<file path="src/rtl/rxb_pkg.sv">
package rxb_pkg;

  localparam int WORD_W  = 32;
  localparam int BYTE_W  = 8;
  localparam int VB_W    = 3;
  localparam int CTL_W   = 16;
  localparam int TRIG_LO = 8;
  localparam int TRIG_W  = 8;
  localparam int FLUSH_B = 1;
  localparam int EN_B    = 0;

  typedef struct packed {
    logic [WORD_W-1:0] word;
    logic [VB_W-1:0]   nbytes;
  } rx_entry_t;

  // shift a new byte into the low lane, older bytes move up
  function automatic logic [WORD_W-1:0] append_byte(input logic [WORD_W-1:0] acc,
                                                    input logic [BYTE_W-1:0] b);
    return {acc[WORD_W-BYTE_W-1:0], b};
  endfunction

  function automatic logic level_hit(input int unsigned lvl, input int unsigned trg);
    return lvl >= trg;
  endfunction

endpackage

</file>
<file path="src/rtl/rxb_bit_shift.sv">
module rxb_bit_shift
  import rxb_pkg::*;
(
  input  logic              clk,
  input  logic              rst_n,
  input  logic              clear,
  input  logic              sample,
  input  logic              sdi,
  output logic              byte_done,
  output logic [BYTE_W-1:0] byte_val
);
  localparam int BC_W = $clog2(BYTE_W);

  logic [BC_W-1:0]   bit_cnt;
  logic [BYTE_W-2:0] shreg;

  assign byte_done = sample && (bit_cnt == BC_W'(BYTE_W-1));
  assign byte_val  = {shreg, sdi};

  always_ff @(posedge clk or negedge rst_n) begin
    if (!rst_n) begin
      bit_cnt <= '0;
      shreg   <= '0;
    end else if (clear) begin
      bit_cnt <= '0;
      shreg   <= '0;
    end else if (sample) begin
      bit_cnt <= bit_cnt + 1'b1;
      shreg   <= {shreg[BYTE_W-3:0], sdi};
    end
  end
endmodule

</file>
<file path="src/rtl/rxb_packer.sv">
module rxb_packer
  import rxb_pkg::*;
(
  input  logic              clk,
  input  logic              rst_n,
  input  logic              clear,
  input  logic              byte_done,
  input  logic [BYTE_W-1:0] byte_val,
  input  logic              last_byte,
  output logic              push,
  output rx_entry_t         entry
);
  localparam int LANES = WORD_W / BYTE_W;
  localparam int LN_W  = $clog2(LANES);

  logic [WORD_W-1:0] acc;
  logic [LN_W-1:0]   lane;

  assign push         = byte_done && ((lane == LN_W'(LANES-1)) || last_byte);
  assign entry.word   = append_byte(acc, byte_val);
  assign entry.nbytes = VB_W'(lane) + VB_W'(1);

  always_ff @(posedge clk or negedge rst_n) begin
    if (!rst_n) begin
      acc  <= '0;
      lane <= '0;
    end else if (clear || push) begin
      acc  <= '0;
      lane <= '0;
    end else if (byte_done) begin
      acc  <= append_byte(acc, byte_val);
      lane <= lane + 1'b1;
    end
  end
endmodule

</file>
<file path="src/rtl/rxb_word_fifo.sv">
module rxb_word_fifo
  import rxb_pkg::*;
#(
  parameter  int DEPTH = 4,
  localparam int LVL_W = $clog2(DEPTH + 1),
  localparam int PTR_W = (DEPTH > 1) ? $clog2(DEPTH) : 1
) (
  input  logic             clk,
  input  logic             rst_n,
  input  logic             flush,
  input  logic             push,
  input  rx_entry_t        wentry,
  input  logic             pop,
  output rx_entry_t        head,
  output logic [LVL_W-1:0] level,
  output logic             drop
);
  rx_entry_t        mem [DEPTH];
  logic [PTR_W-1:0] wp, rp;
  logic             full, empty, do_push, do_pop;

  function automatic logic [PTR_W-1:0] step(input logic [PTR_W-1:0] p);
    return (p == PTR_W'(DEPTH-1)) ? '0 : p + 1'b1;
  endfunction

  assign full    = (level == LVL_W'(DEPTH));
  assign empty   = (level == '0);
  assign do_push = push && !full && !flush;
  assign do_pop  = pop && !empty && !flush;
  assign drop    = push && full && !flush;
  assign head    = mem[rp];

  always_ff @(posedge clk) begin
    if (do_push) mem[wp] <= wentry;
  end

  always_ff @(posedge clk or negedge rst_n) begin
    if (!rst_n) begin
      wp    <= '0;
      rp    <= '0;
      level <= '0;
    end else if (flush) begin
      wp    <= '0;
      rp    <= '0;
      level <= '0;
    end else begin
      if (do_push) wp <= step(wp);
      if (do_pop)  rp <= step(rp);
      case ({do_push, do_pop})
        2'b10:   level <= level + 1'b1;
        2'b01:   level <= level - 1'b1;
        default: level <= level;
      endcase
    end
  end
endmodule

</file>
<file path="src/rtl/rx_burst_engine.sv">
module rx_burst_engine
  import rxb_pkg::*;
#(
  parameter  int DEPTH = 4,
  parameter  int CNT_W = 16,
  localparam int LVL_W = $clog2(DEPTH + 1)
) (
  input  logic              clk,
  input  logic              rst_n,
  input  logic              bit_tick,
  input  logic              sdi,
  input  logic              req_wr,
  input  logic [CNT_W-1:0]  req_bytes,
  input  logic              fctl_wr,
  input  logic [CTL_W-1:0]  fctl_wdata,
  input  logic              rd_pop,
  output logic [WORD_W-1:0] rd_word,
  output logic [VB_W-1:0]   rd_vbytes,
  output logic [CNT_W-1:0]  todo_bytes,
  output logic [15:0]       fifo_stat,
  output logic              shift_en,
  output logic              sck_tick,
  output logic              rx_irq,
  output logic              rx_ovf
);
  logic              fifo_en;
  logic [TRIG_W-1:0] trig_lvl;
  logic              flush_req, req_take;
  logic              byte_done, word_push, word_drop;
  logic [BYTE_W-1:0] byte_val;
  rx_entry_t         push_entry, head;
  logic [LVL_W-1:0]  fifo_level;

  assign flush_req = fctl_wr && fctl_wdata[FLUSH_B];
  assign req_take  = req_wr && (todo_bytes == '0) && fifo_en
                     && (req_bytes != '0) && !flush_req;
  assign shift_en  = (todo_bytes != '0);
  assign sck_tick  = shift_en && bit_tick;

  always_ff @(posedge clk or negedge rst_n) begin
    if (!rst_n) begin
      fifo_en  <= 1'b0;
      trig_lvl <= '0;
    end else if (fctl_wr) begin
      fifo_en  <= fctl_wdata[EN_B];
      trig_lvl <= fctl_wdata[TRIG_LO +: TRIG_W];
    end
  end

  always_ff @(posedge clk or negedge rst_n) begin
    if (!rst_n)         todo_bytes <= '0;
    else if (flush_req) todo_bytes <= '0;
    else if (req_take)  todo_bytes <= req_bytes;
    else if (byte_done) todo_bytes <= todo_bytes - 1'b1;
  end

  rxb_bit_shift u_shift (
    .clk       (clk),
    .rst_n     (rst_n),
    .clear     (flush_req),
    .sample    (sck_tick),
    .sdi       (sdi),
    .byte_done (byte_done),
    .byte_val  (byte_val)
  );

  rxb_packer u_pack (
    .clk       (clk),
    .rst_n     (rst_n),
    .clear     (flush_req),
    .byte_done (byte_done),
    .byte_val  (byte_val),
    .last_byte (todo_bytes == CNT_W'(1)),
    .push      (word_push),
    .entry     (push_entry)
  );

  rxb_word_fifo #(.DEPTH(DEPTH)) u_fifo (
    .clk    (clk),
    .rst_n  (rst_n),
    .flush  (flush_req),
    .push   (word_push),
    .wentry (push_entry),
    .pop    (rd_pop),
    .head   (head),
    .level  (fifo_level),
    .drop   (word_drop)
  );

  always_ff @(posedge clk or negedge rst_n) begin
    if (!rst_n) rx_ovf <= 1'b0;
    else        rx_ovf <= word_drop;
  end

  assign rd_word   = head.word;
  assign rd_vbytes = head.nbytes;
  assign fifo_stat = {8'h00, 8'(fifo_level)};
  assign rx_irq    = fifo_en && (fifo_level != '0)
                     && (level_hit(int'(fifo_level), int'(trig_lvl)) || (todo_bytes == '0));
endmodule

</file>
<file path="config.mk">
export PLATFORM = sky130hd
export DESIGN_NAME = rx_burst_engine
export DESIGN_NICKNAME = d
export VERILOG_FILES = /design/src/rtl/rxb_pkg.sv /design/src/rtl/rxb_bit_shift.sv /design/src/rtl/rxb_packer.sv /design/src/rtl/rxb_word_fifo.sv /design/src/rtl/rx_burst_engine.sv
export SDC_FILE = /design/constraint.sdc
export NUM_CORES = 1
export LEC_CHECK = 0
export ABC_AREA = 1
export BUFFER_PORTS_ARGS = -buffer_cell sky130_fd_sc_hd__buf_2
export CAP_MARGIN = 20
export CORE_ASPECT_RATIO = 0.75
export CORE_UTILIZATION = 58
export DETAILED_ROUTE_END_ITERATION = 16
export PLACE_DENSITY = 0.8
export SLEW_MARGIN = 30
export SYNTH_ARGS = -nofsm -noshare
export SYNTH_HDL_FRONTEND = slang
export SYNTH_SLANG_ARGS = --single-unit
</file>
<file path="constraint.sdc">
create_clock -name clk -period 4.99 [get_ports clk]
set_clock_uncertainty 0.2 [all_clocks]
set_input_delay 0.2495 -clock clk [delete_from_list [all_inputs] [get_ports clk]]
set_output_delay 0.2495 -clock clk [all_outputs]
set_load 0.02 [all_outputs]
</file>
## After elaboration in Yosys (flattened, before gate mapping)

Memories as Yosys holds them, arrays and structs flattened.
Index checks and enable logic that the tools add are counted.

| storage, ports and cells | value |
|---|---|
| RAM bits | 140 |
| input port bits | 39 |
| memories | 1 |
| bits in registers | 69 |
| ROM bits | 0 |
| latch bits | 0 |
| word-level logic and storage cells | 83 |
| output and inout bits | 71 |

Memory list:

| memory | words | bits a word | rd ports | clocked after memory_dff | wr ports | line | text |
|---|---|---|---|---|---|---|---|
| u_fifo.mem | 4 | 35 | 1 | 0 | 1 | rxb_word_fifo.sv:18 | `rx_entry_t mem [DEPTH];` |

| cells by class | value |
|---|---|
| $lt $le $gt $ge | 1 |
| shifts and indexed selects | 0 |
| reductions and logical operators | 33 |
| $mul | 0 |
| bitwise logic cells | 0 |
| eq/ne operators | 8 |
| muxes and demuxes | 21 |
| div/mod/pow operators | 0 |
| add/subtract/negate cells | 8 |

Operator list:

| cell | number |
|---|---|
| $mux 16 | 3 |
| $mux 24 | 2 |
| $reduce_bool 16->1 | 2 |
| $eq 16x1->1 const B | 1 |
| $logic_and 1x1->1 | 16 |
| $logic_not 16->1 | 1 |
| $mux 2 | 8 |
| $sub 16x1->16 const B | 1 |
| $mux 7 | 2 |
| $mux 3 | 3 |
| $reduce_bool 3->1 | 3 |
| $eq 2x2->1 const B | 4 |
| $ge 3x8->1 | 1 |
| $reduce_bool 2->1 | 4 |
| $add 2x1->2 const B | 3 |
| $add 3x1->3 const B | 2 |
| $eq 3x3->1 const B | 2 |
| $pmux 3 s2 | 1 |
| $add 2x1->3 const B | 1 |
| $logic_not 1->1 | 3 |
| $logic_not 3->1 | 1 |
| $logic_or 1x1->1 | 3 |
| $sub 3x1->3 const B | 1 |
| $eq 2x1->1 const B | 1 |
| $mux 1 | 2 |

## Longest topological paths before layout

| depth | value |
|---|---|
| depth in word-level cells | 9 |
| gate-level depth with buffers | 17 |
| gate-level depth less buffers | 17 |

## Cells and area by module

Synthesis repeated with hierarchy kept, for this count alone.

| second synthesis, totals | value |
|---|---|
| cells, all modules | 883 |
| area, all modules | 9380.2 um^2 |

Modules (own cells, without submodules):

| module | area an instance (um^2) | cells an instance | sequential area each (um^2) | instances |
|---|---|---|---|---|
| rxb_word_fifo | 5662.9 | 407 | 4379.2 | 1 |
| rx_burst_engine | 2060.7 | 299 | 650.6 | 1 |
| rxb_packer | 1211.2 | 128 | 650.6 | 1 |
| rxb_bit_shift | 445.4 | 49 | 250.2 | 1 |

## Worst setup path before layout

Ideal clock, no wire load.

| timing path | value |
|---|---|
| kind | register to register |
| from | reg todo_bytes[0] |
| to | mem u_fifo.mem[0][0] (netlist bit) (enable) |
| path buffers | 0 |
| library setup time | 0.427 ns |
| path slack | 1.291 ns |
| period minus slack after synthesis | 3.699 ns |
| arrival | 3.071 ns |
| stages on the path, launching flop included | 10 |
| required time | 4.363 ns |
| cells stage by stage | dfrtp_1 > inv_1 > ha_1 > nand2_1 > nor2_2 > nand2_4 > nand2_4 > nor2_8 > nand3_4 > nor2_1 |

| between the ends | value |
|---|---|
| word-level cells in the longest chain between the ends | 8 |
| elaborated cells on any way between the ends | 10 |
| those cells by class | eq/ne (1); mux (2); reduce/logical (7) |

Ends and longest elaborated chain:

| element | line | text |
|---|---|---|
| start: declaration | rx_burst_engine.sv:19 | `output logic [CNT_W-1:0] todo_bytes,` |
| start signal: assignment | rx_burst_engine.sv:53 | `else if (req_take) todo_bytes <= req_bytes;` |
| start signal: assignment | rx_burst_engine.sv:54 | `else if (byte_done) todo_bytes <= todo_bytes - 1'b1;` |
| $reduce_bool 16->1 | rx_burst_engine.sv:37 | `assign shift_en = (todo_bytes != '0);` |
| via shift_en | rx_burst_engine.sv:21 | `output logic shift_en,` |
| $logic_and 1x1->1 | rx_burst_engine.sv:38 | `assign sck_tick = shift_en && bit_tick;` |
| $logic_and 1x1->1 | rxb_bit_shift.sv:17 | `assign byte_done = sample && (bit_cnt == BC_W'(BYTE_W-1));` |
| $logic_and 1x1->1 | rxb_packer.sv:19 | `assign push = byte_done && ((lane == LN_W'(LANES-1)) \|\| last_byte);` |
| $logic_and 1x1->1 (2 in a row) | rxb_word_fifo.sv:28 | `assign do_push = push && !full && !flush;` |
| $mux 1 | rxb_word_fifo.sv:34 | `if (do_push) mem[wp] <= wentry;` |
| $mux 1 (implied by the code) | rxb_word_fifo.sv:34 |  |
| end: declaration | rxb_word_fifo.sv:18 |  |

The timed path passes the listed nets, and every way through them passes these cells.

## Final worst setup path

| timing path | value |
|---|---|
| from | reg todo_bytes[0] |
| to | mem u_fifo.mem[0][24] (netlist bit) (enable) |

| between the ends | value |
|---|---|
| word-level cells in the longest chain between the ends | 8 |
| elaborated cells on any way between the ends | 10 |
| those cells by class | eq/ne (1); mux (2); reduce/logical (7) |

Ends and longest elaborated chain:

| element | line |
|---|---|
| $reduce_bool 16->1 | rx_burst_engine.sv:37 |
| $logic_and 1x1->1 | rx_burst_engine.sv:38 |
| $logic_and 1x1->1 | rxb_bit_shift.sv:17 |
| $logic_and 1x1->1 * | rxb_packer.sv:19 |
| $logic_and 1x1->1 * (2 in a row) | rxb_word_fifo.sv:28 |
| $mux 1 * | rxb_word_fifo.sv:34 |
| $mux 1 (implied by the code) * | rxb_word_fifo.sv:34 |

Mark *: on every way between the ends. The rest lies on a longest branch, timed or not.

==> impl_metrics.ini <==
[run_status]
status = finished clean

[sta]
worstMarginPinSlew_ps = 843
max_freq_mhz = 309
rsz0062_at_grt = false
hold_violations = 0
period_needed_ps = 3230
whs_ps = 10.5
max-slew-margin-rel_pct = 43.3
setup_viol = 0
finalMaxSlewViolations = 0
final.period_utilization_pct = 64.8
fin_tns_setup_ps = 0

[job]
maxCapViolations = 0

[cts]
cts_setup_buffers = 0
cts.reportedPaths.clkPinSlew_ps = 70
cts_hold_buf = 44
root_buffer = clkbuf_16
cts_sinks = 209
htreeDepth = 1
cts_resized = 0
cts_buffers = 20
clk_latency_ps = 490
clock_path_buffers = 3
tritoncts = built

[finish]
final_cell_mix = edfxtp_1, nor2_1, o21ai_0
layout_commonest_cell = edfxtp_1
layout-drive-gt1-share_pct = 18.6
final_cells = 1141
nNetsFinal = 981
fillers = 954
seqCellArea_sq_um = 5930
syn_to_final_growth_pct = 20.4
antenna-diode-count = 0
multi_input_area_sq_um = 2610

[yosys]
syn_inst = 794
ys_warn_count = 0
synth_area_sq_um = 8980
synth.avg_cell_area_sq_um = 11.3
ys_ff_latch = 209
async_flop_share_pct = 33.0
synth_ff_type = edfxtp_1
yosysUniqueCellTypes = 44
synth_edf_count = 140
ys_seq_area_share_pct = 66.0

[detailed_routing]
drc = 0
vias_per_cell = 5.71
routed_wirelength_mm = 20.9
dr_total_vias = 6510
wire_per_inst_um = 18.3
drtIter0Drc = 533
postRouteAntennaNets = 0
first_pass_iters = 5

[pwr]
ir_worst_vdd_uv = 441
power.density_nw_per_um2 = 513
leakagePower_nw = 4.43

[die]
core-area_sq_um = 14800
io_pins = 110
rows = 38
initial_core_util_pct = 60.7
dieArea_sq_um = 16000
die_h_um = 110
die_w_um = 146

[global_route]
grt_max_degree = 73
grt_overflow_total = 0
grt.total_usage_pct = 27.0
grt_antenna_before_repair = 0
grt_pass1_vias = 6264
grt_first_pass_wirelength_mm = 33.0

[setup_path]
cp_cell_sequence = inv_1 -> ha_1 -> nand2_1 -> nor2_2 -> nand2_4 -> nand2_4 -> nor2_8 -> nand3_4 -> nor2_4 -> buf_4
cpMostUsedCell = nand2_4
worstSetupEndpointType = register
cpMaxStageDelayCell = nor2_4
r2r-start = todo_bytes[0]
crit_arrival_ps = 3190
cp-start-kind = register
cp.required_ps = 4940
critPathKind = register to register
crit_start = todo_bytes[0]
max_stage_delay_ps = 570
critPathMaxFanout = 18

[hold_path]
hp-start = bit_tick
hp-class = input pin to register

[place]
io_buffers = 90
dp.cells = 1061
dp_hpwl_mm = 12.0
place.gp.congestion = 0.867
[where the power goes]
part	switching [W]	leakage (nW)	internal (W)
sequential	0.000112	2.15	0.00194
clock	0.000623	0.356	0.00100
combinational	0.00128	1.92	0.000590
[layout make-up]
type	count	share of cell area, %
Multi-Input combinational cell	485	24.1
Clock inverter	13	1.52
Sequential cell	209	54.9
Clock buffer	23	5.12
Timing Repair Buffer	143	9.61
Inverter	68	2.47
Tap cell	200	2.31
[registers in the layout (all words and copies together) (netlist names)]
register and flops:
u_fifo.mem 140, u_pack.acc 24, todo_bytes 16, trig_lvl 8, u_shift.shreg 7, u_fifo.level 3, u_shift.bit_cnt 3, u_fifo.rp 2
u_fifo.wp 2, u_pack.lane 2, fifo_en 1, rx_ovf 1
[synthesized netlist by cell type, types with 3 or more instances]
cell      count  area share, %
nand3_1      35            2.0
xnor2_1       7           0.68
nand2_4       7           0.88
inv_1        63            2.6
xor2_1        3           0.29
clkbuf_1     24            1.0
nor2_1      106            4.4
nand2_1      91            3.8
edfxtp_1    140             47
buf_4        13            1.1
o21ai_2       6           0.59
o21ai_1      10           0.56
nand2_2       5           0.35
o211ai_1      6           0.50
ha_1         14            2.0
nor3_1        4           0.22
nor2_2        6           0.42
buf_6         5           0.63
dfrtp_1      69             19
o22ai_1      48            3.3
o21ai_0     100            5.6
[per-stage QoR]
| stage | setup slack [ps] | power (W) | util [%] | area (sq um) |
|---|---|---|---|---|
| final | 1760 | 0.00555 | 73.1 | 10800 |
| after global routing | 1540 | 0.00580 | 73.1 | 10800 |
| after global placement | 1810 | 0.00380 | 64.5 | 9540 |
| after detailed placement | 1790 | 0.00385 | 65.3 | 9650 |
| after floorplan | 1290 | 0.00334 | - | 9030 |
| after CTS | 1770 | 0.00550 | 73.1 | 10800 |
[routing by layer]
layer / GRT usage (%) / vias up / wire [um]
met1: 36.3 / 3123 / 8860
li1: - / 3005 / -
met4: 10.2 / 0 / 614
met2: 44.5 / 322 / 9850
met3: 5.06 / 60 / 1580
met5: 0 / - / 0
[logic make-up after synthesis]
logic type	synth area share, %
adder cells (fa/ha/maj)	2.17
AND/OR/NAND/NOR	13.2
buffers and inverters	5.78
flip-flops	66.0
other	0.0417
multiplexers	0.125
XOR/XNOR	0.975
AO/OA/AOI/OAI	11.7
[final timing paths]
check | end | slack [ps] | cells past startpoint
setup reg to reg | u_fifo.mem[0][24] | 1760 | 10
max in group asynchronous | u_fifo.rp[0] | 3750 | 3
setup / recovery | u_fifo.mem[0][24] | 1760 | 10
hold reg to reg | u_fifo.mem[2][15] | 310 | 0
hold / removal | u_pack.lane[1] | 10 | 5
min in group asynchronous | trig_lvl[7] | 290 | 3
[worst max-delay path: cells and delay by family (launching register included)]
family | cells | cell delay [ps]
adder cells (fa/ha/maj) | 1 | 220
AND/OR/NAND/NOR | 7 | 1400
flip-flops | 1 | 500
buffers and inverters | 2 | 540
Note: power is estimated with default switching activity, not from simulation.
